File: config.mk
export PLATFORM = sky130hd
export DESIGN_NAME = tick_timebase_gen
export DESIGN_NICKNAME = d
export VERILOG_FILES = /design/src/rtl/tbg_pkg.sv /design/src/rtl/tbg_code_reg.sv /design/src/rtl/tbg_odd_prescaler.sv /design/src/rtl/tbg_pow_postscaler.sv /design/src/rtl/tick_timebase_gen.sv
export SDC_FILE = /design/constraint.sdc
export NUM_CORES = 1
export LEC_CHECK = 0
export CORE_UTILIZATION = 45
export CTS_CLUSTER_DIAMETER = 80
export CTS_CLUSTER_SIZE = 24
export DETAILED_ROUTE_END_ITERATION = 16
export PLACE_DENSITY = 0.76
export SYNTH_ARGS = -nofsm -noshare
export SYNTH_HDL_FRONTEND = slang
export SYNTH_HIERARCHICAL = 1
export SYNTH_SLANG_ARGS = --single-unit
export TNS_END_PERCENT = 1
File: constraint.sdc
create_clock -name clk -period 2.98 [get_ports clk]
set_input_delay 0.298 -clock clk [delete_from_list [all_inputs] [get_ports clk]]
set_output_delay 0.298 -clock clk [all_outputs]
set_load 0.1 [all_outputs]
File: src/rtl/tbg_pkg.sv
// Package: shared layout of the divisor code and default field widths.
// Assumes an 8-bit code with the enable flag in the top bit.
package tbg_pkg;

    localparam int CODE_W        = 8;
    localparam int DEF_ODD_SEL_W = 2;
    localparam int DEF_POW_W     = 3;

    // Field layout of the host-written divisor code.
    typedef struct packed {
        logic       en;     // time base runs when set
        logic [1:0] spare;  // no effect
        logic [2:0] pow;    // extra divide by 2**pow
        logic [1:0] odd;    // prescale of 2*odd+1
    } tbg_code_t;

endpackage

File: src/rtl/tbg_code_reg.sv
// Module: holds the divisor code last written by the host and splits it
// into its run flag and two selects. Assumes one write per strobe cycle.
module tbg_code_reg
    import tbg_pkg::*;
#(
    parameter int ODD_SEL_W = DEF_ODD_SEL_W,
    parameter int POW_W     = DEF_POW_W
) (
    input  logic                 clk,
    input  logic                 rst_n,
    input  logic                 cfg_we,
    input  logic [CODE_W-1:0]    cfg_data,
    output logic                 run,
    output logic [ODD_SEL_W-1:0] odd_sel,
    output logic [POW_W-1:0]     pow_sel
);

    tbg_code_t wr_code;
    logic      en_q;
    logic [ODD_SEL_W-1:0] odd_q;
    logic [POW_W-1:0]     pow_q;
    logic      unused_spare_bits;

    assign wr_code           = tbg_code_t'(cfg_data);
    assign unused_spare_bits = ^wr_code.spare;

    // Capture the fields of a new code; reset leaves the time base off.
    always_ff @(posedge clk) begin
        if (!rst_n) begin
            en_q  <= 1'b0;
            odd_q <= '0;
            pow_q <= '0;
        end else if (cfg_we) begin
            en_q  <= wr_code.en;
            odd_q <= ODD_SEL_W'(wr_code.odd);
            pow_q <= POW_W'(wr_code.pow);
        end
    end

    assign run     = en_q;
    assign odd_sel = odd_q;
    assign pow_sel = pow_q;

endmodule

File: src/rtl/tbg_odd_prescaler.sv
// Module: divides the clock by an odd value 2*sel+1 and emits a one-cycle
// strobe on the last count. Assumes clr is high whenever the code changes.
module tbg_odd_prescaler #(
    parameter int ODD_SEL_W = 2
) (
    input  logic                 clk,
    input  logic                 rst_n,
    input  logic                 clr,
    input  logic                 run,
    input  logic [ODD_SEL_W-1:0] odd_sel,
    output logic                 stb
);

    localparam int CNT_W = ODD_SEL_W + 1;

    logic [CNT_W-1:0] cnt_q;
    logic [CNT_W-1:0] last_cnt;
    logic             at_last;

    // Last count of an odd divide 2k+1 is 2k.
    assign last_cnt = {odd_sel, 1'b0};
    assign at_last  = (cnt_q == last_cnt);
    assign stb      = run && at_last;

    // Count up while running and wrap after the last count.
    always_ff @(posedge clk) begin
        if (!rst_n || clr) begin
            cnt_q <= '0;
        end else if (run) begin
            cnt_q <= at_last ? '0 : cnt_q + 1'b1;
        end
    end

endmodule

File: src/rtl/tbg_pow_postscaler.sv
// Module: counts prescaler strobes and passes every 2**sel-th one out as
// the tick. Assumes stb is a one-cycle pulse, cleared with the prescaler.
module tbg_pow_postscaler #(
    parameter int POW_W = 3
) (
    input  logic             clk,
    input  logic             rst_n,
    input  logic             clr,
    input  logic             stb,
    input  logic [POW_W-1:0] pow_sel,
    output logic             tick
);

    localparam int CNT_W = (1 << POW_W) - 1;

    logic [CNT_W-1:0] cnt_q;
    logic [CNT_W-1:0] wrap_mask;
    logic             at_wrap;

    // Low pow_sel bits set: the last count of a divide by 2**pow_sel.
    assign wrap_mask = ~({CNT_W{1'b1}} << pow_sel);
    assign at_wrap   = (cnt_q == wrap_mask);
    assign tick      = stb && at_wrap;

    // Advance once per prescaler strobe, wrapping at the mask.
    always_ff @(posedge clk) begin
        if (!rst_n || clr) begin
            cnt_q <= '0;
        end else if (stb) begin
            cnt_q <= at_wrap ? '0 : cnt_q + 1'b1;
        end
    end

endmodule

File: src/rtl/tick_timebase_gen.sv
// Module: time-base generator for one-wire slot timing. It divides clk by
// (2*odd+1) * 2**pow from a host-written code. A write clears both stages,
// so the first tick comes one full period later. Assumes synchronous reset.
module tick_timebase_gen
    import tbg_pkg::*;
#(
    parameter int ODD_SEL_W = DEF_ODD_SEL_W,
    parameter int POW_W     = DEF_POW_W
) (
    input  logic              clk,
    input  logic              rst_n,
    input  logic              cfg_we,
    input  logic [CODE_W-1:0] cfg_data,
    output logic              tick
);

    logic                 run;
    logic [ODD_SEL_W-1:0] odd_sel;
    logic [POW_W-1:0]     pow_sel;
    logic                 stage_clr;
    logic                 pre_stb;

    // Any write or a disabled code holds both stages at zero.
    assign stage_clr = cfg_we || !run;

    tbg_code_reg #(.ODD_SEL_W(ODD_SEL_W), .POW_W(POW_W)) u_code (
        .clk      (clk),
        .rst_n    (rst_n),
        .cfg_we   (cfg_we),
        .cfg_data (cfg_data),
        .run      (run),
        .odd_sel  (odd_sel),
        .pow_sel  (pow_sel)
    );

    tbg_odd_prescaler #(.ODD_SEL_W(ODD_SEL_W)) u_pre (
        .clk     (clk),
        .rst_n   (rst_n),
        .clr     (stage_clr),
        .run     (run),
        .odd_sel (odd_sel),
        .stb     (pre_stb)
    );

    tbg_pow_postscaler #(.POW_W(POW_W)) u_post (
        .clk     (clk),
        .rst_n   (rst_n),
        .clr     (stage_clr),
        .stb     (pre_stb),
        .pow_sel (pow_sel),
        .tick    (tick)
    );

endmodule

======== Word-level counts from Yosys, hierarchy flattened ========
Cells that the tools add are included.
word-level totals
  flip-flop bits (word level) ............. 16
  output and inout bits ................... 1
  logic and storage cells ................. 19
cells by class
  $add $sub $neg .......................... 2
  eq/ne operators ......................... 2
  shift operators ......................... 1
  muxes and demuxes ....................... 2
  bitwise operators ....................... 1
  reductions and logical operators ........ 6
operators by type and width
  kind                                              count
  adder 7 x 1 -> 7 bit (second input constant)      1
  == test 7 bit                                     1
  two-way mux 7 bit                                 1
  NOT 7 bit                                         1
  left shift 7 x 3 -> 7 bit (first input constant)  1
  adder 3 x 1 -> 3 bit (second input constant)      1
  == test 3 bit                                     1
  two-way mux 3 bit                                 1
  logical AND 1 bit                                 2
  zero test 1 bit                                   2
  logical OR 1 bit                                  2

======== Longest topological paths before layout ========
  word-level depth ........................ 4
  mapped depth ............................ 7

======== Modules after synthesis ========
The synthesis kept the hierarchy.
by module, submodules not included
  module              instances  cells an instance  area each (um^2)
  tbg_pow_postscaler  1          54                 495.5
  tbg_code_reg        1          19                 229.0
  tbg_odd_prescaler   1          15                 166.4
  tick_timebase_gen   1          1                  6.3

======== Worst setup path after synthesis ========
No wires, ideal clock.
  path type ............................... flip-flop to output port
  start point ............................. register u_pre.cnt_q[2]
  end point ............................... output port tick
  arrival ................................. 1.529 ns
  required time ........................... 2.682 ns
  setup slack ............................. 1.153 ns
  cell stages (with the launch flop) ...... 6
  cells stage by stage .................... dfxtp_1 xor2_1 nor4b_4 clkbuf_1 o2111a_1 buf_6
between the ends
  longest elaborated chain between the ends .. 3
RTL lines
  element                   RTL line                  text
  start: declaration        tbg_odd_prescaler.sv:16   logic [CNT_W-1:0] cnt_q;
  start signal: assignment  tbg_odd_prescaler.sv:30   cnt_q <= at_last ? '0 : cnt_q + 1'b1;
  == test 3 bit             tbg_odd_prescaler.sv:22   assign at_last = (cnt_q == last_cnt);
  logical AND 1 bit         tbg_odd_prescaler.sv:23   assign stb = run && at_last;
  named net pre_stb         tick_timebase_gen.sv:21   logic pre_stb;
  logical AND 1 bit         tbg_pow_postscaler.sv:23  assign tick = stb && at_wrap;
  end: declaration          tick_timebase_gen.sv:14   output logic tick
The timed path passes the listed nets, and every way through them passes these cells.

======== Worst setup path in the final report ========
Ends and elaborated chain as after synthesis.

==> impl_metrics.csv <==
group,metric,value,unit
placed_design,io_buffer_count,9,
finish,layout_common_cells,"16 x dfxtp_1, 8 x clkdlybuf4s50_1, 8 x mux2i_1",
route,routed_wl,1.46,mm
timing,finalHoldViolations,0,
power_and_ir_drop,leakagePower,0.000342,uW
finish,fin_nets,112,
timing,setup_slack,0.744,ns
power_and_ir_drop,ir_drop,0.000291,V
run_status,outcome,"finished clean",
global_route,grt_usage,0.162,
timing,finalCritPeriodShare,0.750,
worst_setup_path,worstPathArrival,1.94,ns
cts,clk_pin_slew,0.09,ns
yosys,ys_warn_count,6,
placed_design,detailedPlacementHpwl,1.09,mm
global_route,grt_overflow,0,
cts,cts_tree,"done",
floorplan,io-pin-count,12,
floorplan,fp.coreArea,1800,sq um
power_and_ir_drop,seqPwrFrac,0.546,
yosys,ys_types,31,
yosys,synth_seq_cells,16,
floorplan,die_area,2180,sq um
timing,slew_viol_final,0,
yosys,synthArstFlopShare,0,
finish,antenna_cells,0,
power_and_ir_drop,p_sw,96.0,uW
timing,tns,0,ns
floorplan,die_h,46.7,microns
yosys,yosysTopAreaCell,"dfxtp_1",
worst_setup_path,r2r-end,"u_post/cnt_q[2]",
cts,cts_root_buf,"clkbuf_4",
global_route,grt_antenna_before_repair,0,
power_and_ir_drop,p_sw_frac,0.231,
route,drc,0,
timing,setup_viol,0,
worst_setup_path,end_kind,"output pin",
finish,layout-drive-gt1-share,0.153,
cts,cts.htree.levels,1,
yosys,synth-main-ff-cell,"dfxtp_1",
yosys,ys_seq_area_frac,0.357,
floorplan,die-width,46.7,microns
power_and_ir_drop,p_clk_frac,0.339,
worst_setup_path,worstReg2RegStart,"u_pre/cnt_q[2]",
yosys,synth-edff-count,0,
timing,fin_skew,0.00629,ns
worst_setup_path,ff2ff_path_depth,5,
min_path,hp-class,"flip-flop to flip-flop",
placed_design,finalWeightedCongestion,0.798,
route,drtIter0Drc,8,
yosys,syn-num-nets,102,
floorplan,rows,15,
cts,clk_path_buf_depth,2,
yosys,synth_top_cell_area_share,0.357,
floorplan,initial_utilization,0.498,
flow_run,maxCapViolations,0,
yosys,netlist_top_cells_area,"dfxtp_1 36%, mux2i_1 8.9%, nor3_2 6.7%",
worst_setup_path,cp-start-kind,"flip-flop",
power_and_ir_drop,powerDensity,405,nW/um^2
power_and_ir_drop,p_comb_frac,0.115,
worst_setup_path,required,2.68,ns
route,vias_per_cell,5.42,
min_path,min_to,"u_code/odd_sel[1]",
timing,fmax,447,MHz
route,firstDrtPassIters,4,
min_path,min-delay-start,"u_code/odd_sel[1]",
route,ant_nets,0,
cts,post-cts-setup-buffers,0,
min_path,whs_path_depth,2,
global_route,grt_max_degree,12,
cts,clk_latency,0.28,ns
cts,cts.sinks,16,
placed_design,pre_cts_ws,1.06,ns
timing,post-route-min-period,2.24,ns
timing,worst_pin_slew,0.577,ns
timing,rsz0062_at_grt,"no",
cts,hold_buffers,0,
route,vias,667,
finish,area_delta_synth_final,14.5,%
worst_setup_path,cp_max_fo,9,
cts,cts_resized,0,
cts,cts_buffers,3,
timing,slew_headroom,0.614,
finish,final_common_cell,"dfxtp_1",
yosys,syn_area_per_cell,10.1,sq um
route,wl_per_cell,11.8,microns
yosys,syn_area,897,sq um
power_and_ir_drop,intPower,320,uW
global_route,grt_pass1_wl,2.51,mm
worst_setup_path,crit_type,"flip-flop to output pin",
yosys,synthCells,89,
worst_setup_path,r2r_setup_slack,1.12,ns
global_route,grt_pass1_vias,608,
[Yosys cell counts, types with 2 or more instances]
library cell / n
dfxtp_1: 16
ha_1: 2
nand2b_1: 3
inv_1: 2
nand2_1: 6
mux2i_1: 8
a21oi_1: 2
buf_6: 3
nor3_2: 6
xor2_1: 6
nor3_1: 3
nand4_1: 3
nor2_1: 2
xnor2_1: 4
o21ai_0: 2
nor2b_1: 6
[layout make-up]
cell class | count | area [sq um]
Fill cell | 173 | 774
Multi-Input combinational cell | 66 | 524
Sequential cell | 16 | 320
Timing Repair Buffer | 10 | 108
Clock buffer | 4 | 36.3
Tap cell | 25 | 31.3
Inverter | 2 | 7.51
[metal layers]
layer	global-route usage	wire (microns)	vias up
li1	-	-	335
met5	0	0	-
met4	0.0743	14	0
met2	0.250	694	22
met3	0.0471	82	2
met1	0.207	665	308
[cells by family (layout without fill, tap and decap cells)]
| family | after synthesis | in the layout | share of synthesized area |
|---|---|---|---|
| DFF | 16 | 16 | 0.357 |
| and+or+nand+nor | 34 | 34 | 0.275 |
| AOI/OAI and AO/OA | 12 | 12 | 0.0949 |
| buffers and inverters | 7 | 16 | 0.0586 |
| adders and majority gates | 2 | 2 | 0.0279 |
| muxes | 8 | 8 | 0.0893 |
| xor gates and xnor gates | 10 | 10 | 0.0976 |
[worst max-delay path, cell delays in order (launching register included)]
cell,delay [ns]
dfxtp_1,0.34
xor2_1,0.20
nor4b_4,0.57
o2111a_1,0.36
buf_12,0.19
[metrics by stage]
step | util | std cells | hold slack [ns] | cell area (sq um) | total power, uW
after floorplan | - | 89 | 0.426 | 897 | 267
after global placement | 0.550 | 119 | 0.531 | 991 | 279
after detailed placement | 0.550 | 119 | 0.533 | 991 | 280
after CTS | 0.570 | 123 | 0.546 | 1030 | 421
after global routing | 0.570 | 123 | 0.579 | 1030 | 439
final | 0.570 | 123 | 0.539 | 1030 | 416
[how the worst max path moves through the flow]
stage / start / to / slack (ns)
floorplan: u_pre/cnt_q[2] / tick / 1.15
global placement: u_pre/cnt_q[2] / tick / 1.08
detailed placement: u_pre/cnt_q[2] / tick / 1.06
CTS: u_pre/cnt_q[2] / tick / 0.74
global route: u_pre/cnt_q[2] / tick / 0.63
finish: u_pre/cnt_q[2] / tick / 0.74
[state kept, by name, summed over array words and instances (netlist names)]
signal	count
u_post/cnt_q	7
u_pre/cnt_q	3
u_code/run	1
u_code/odd_sel	2
u_code/pow_sel	3
[power by group through the flow]
stage | logic (uW) | clock network, uW | registers (uW)
2_1_floorplan | 38.9 | 0 | 228
5_1_grt | 53.0 | 158 | 229
3_5_place_dp | 48.3 | 0 | 232
4_1_cts | 48.4 | 145 | 227
6_report | 48.0 | 141 | 227
3_3_place_gp | 47.3 | 0 | 232
Power figures use the tool's default switching activity.
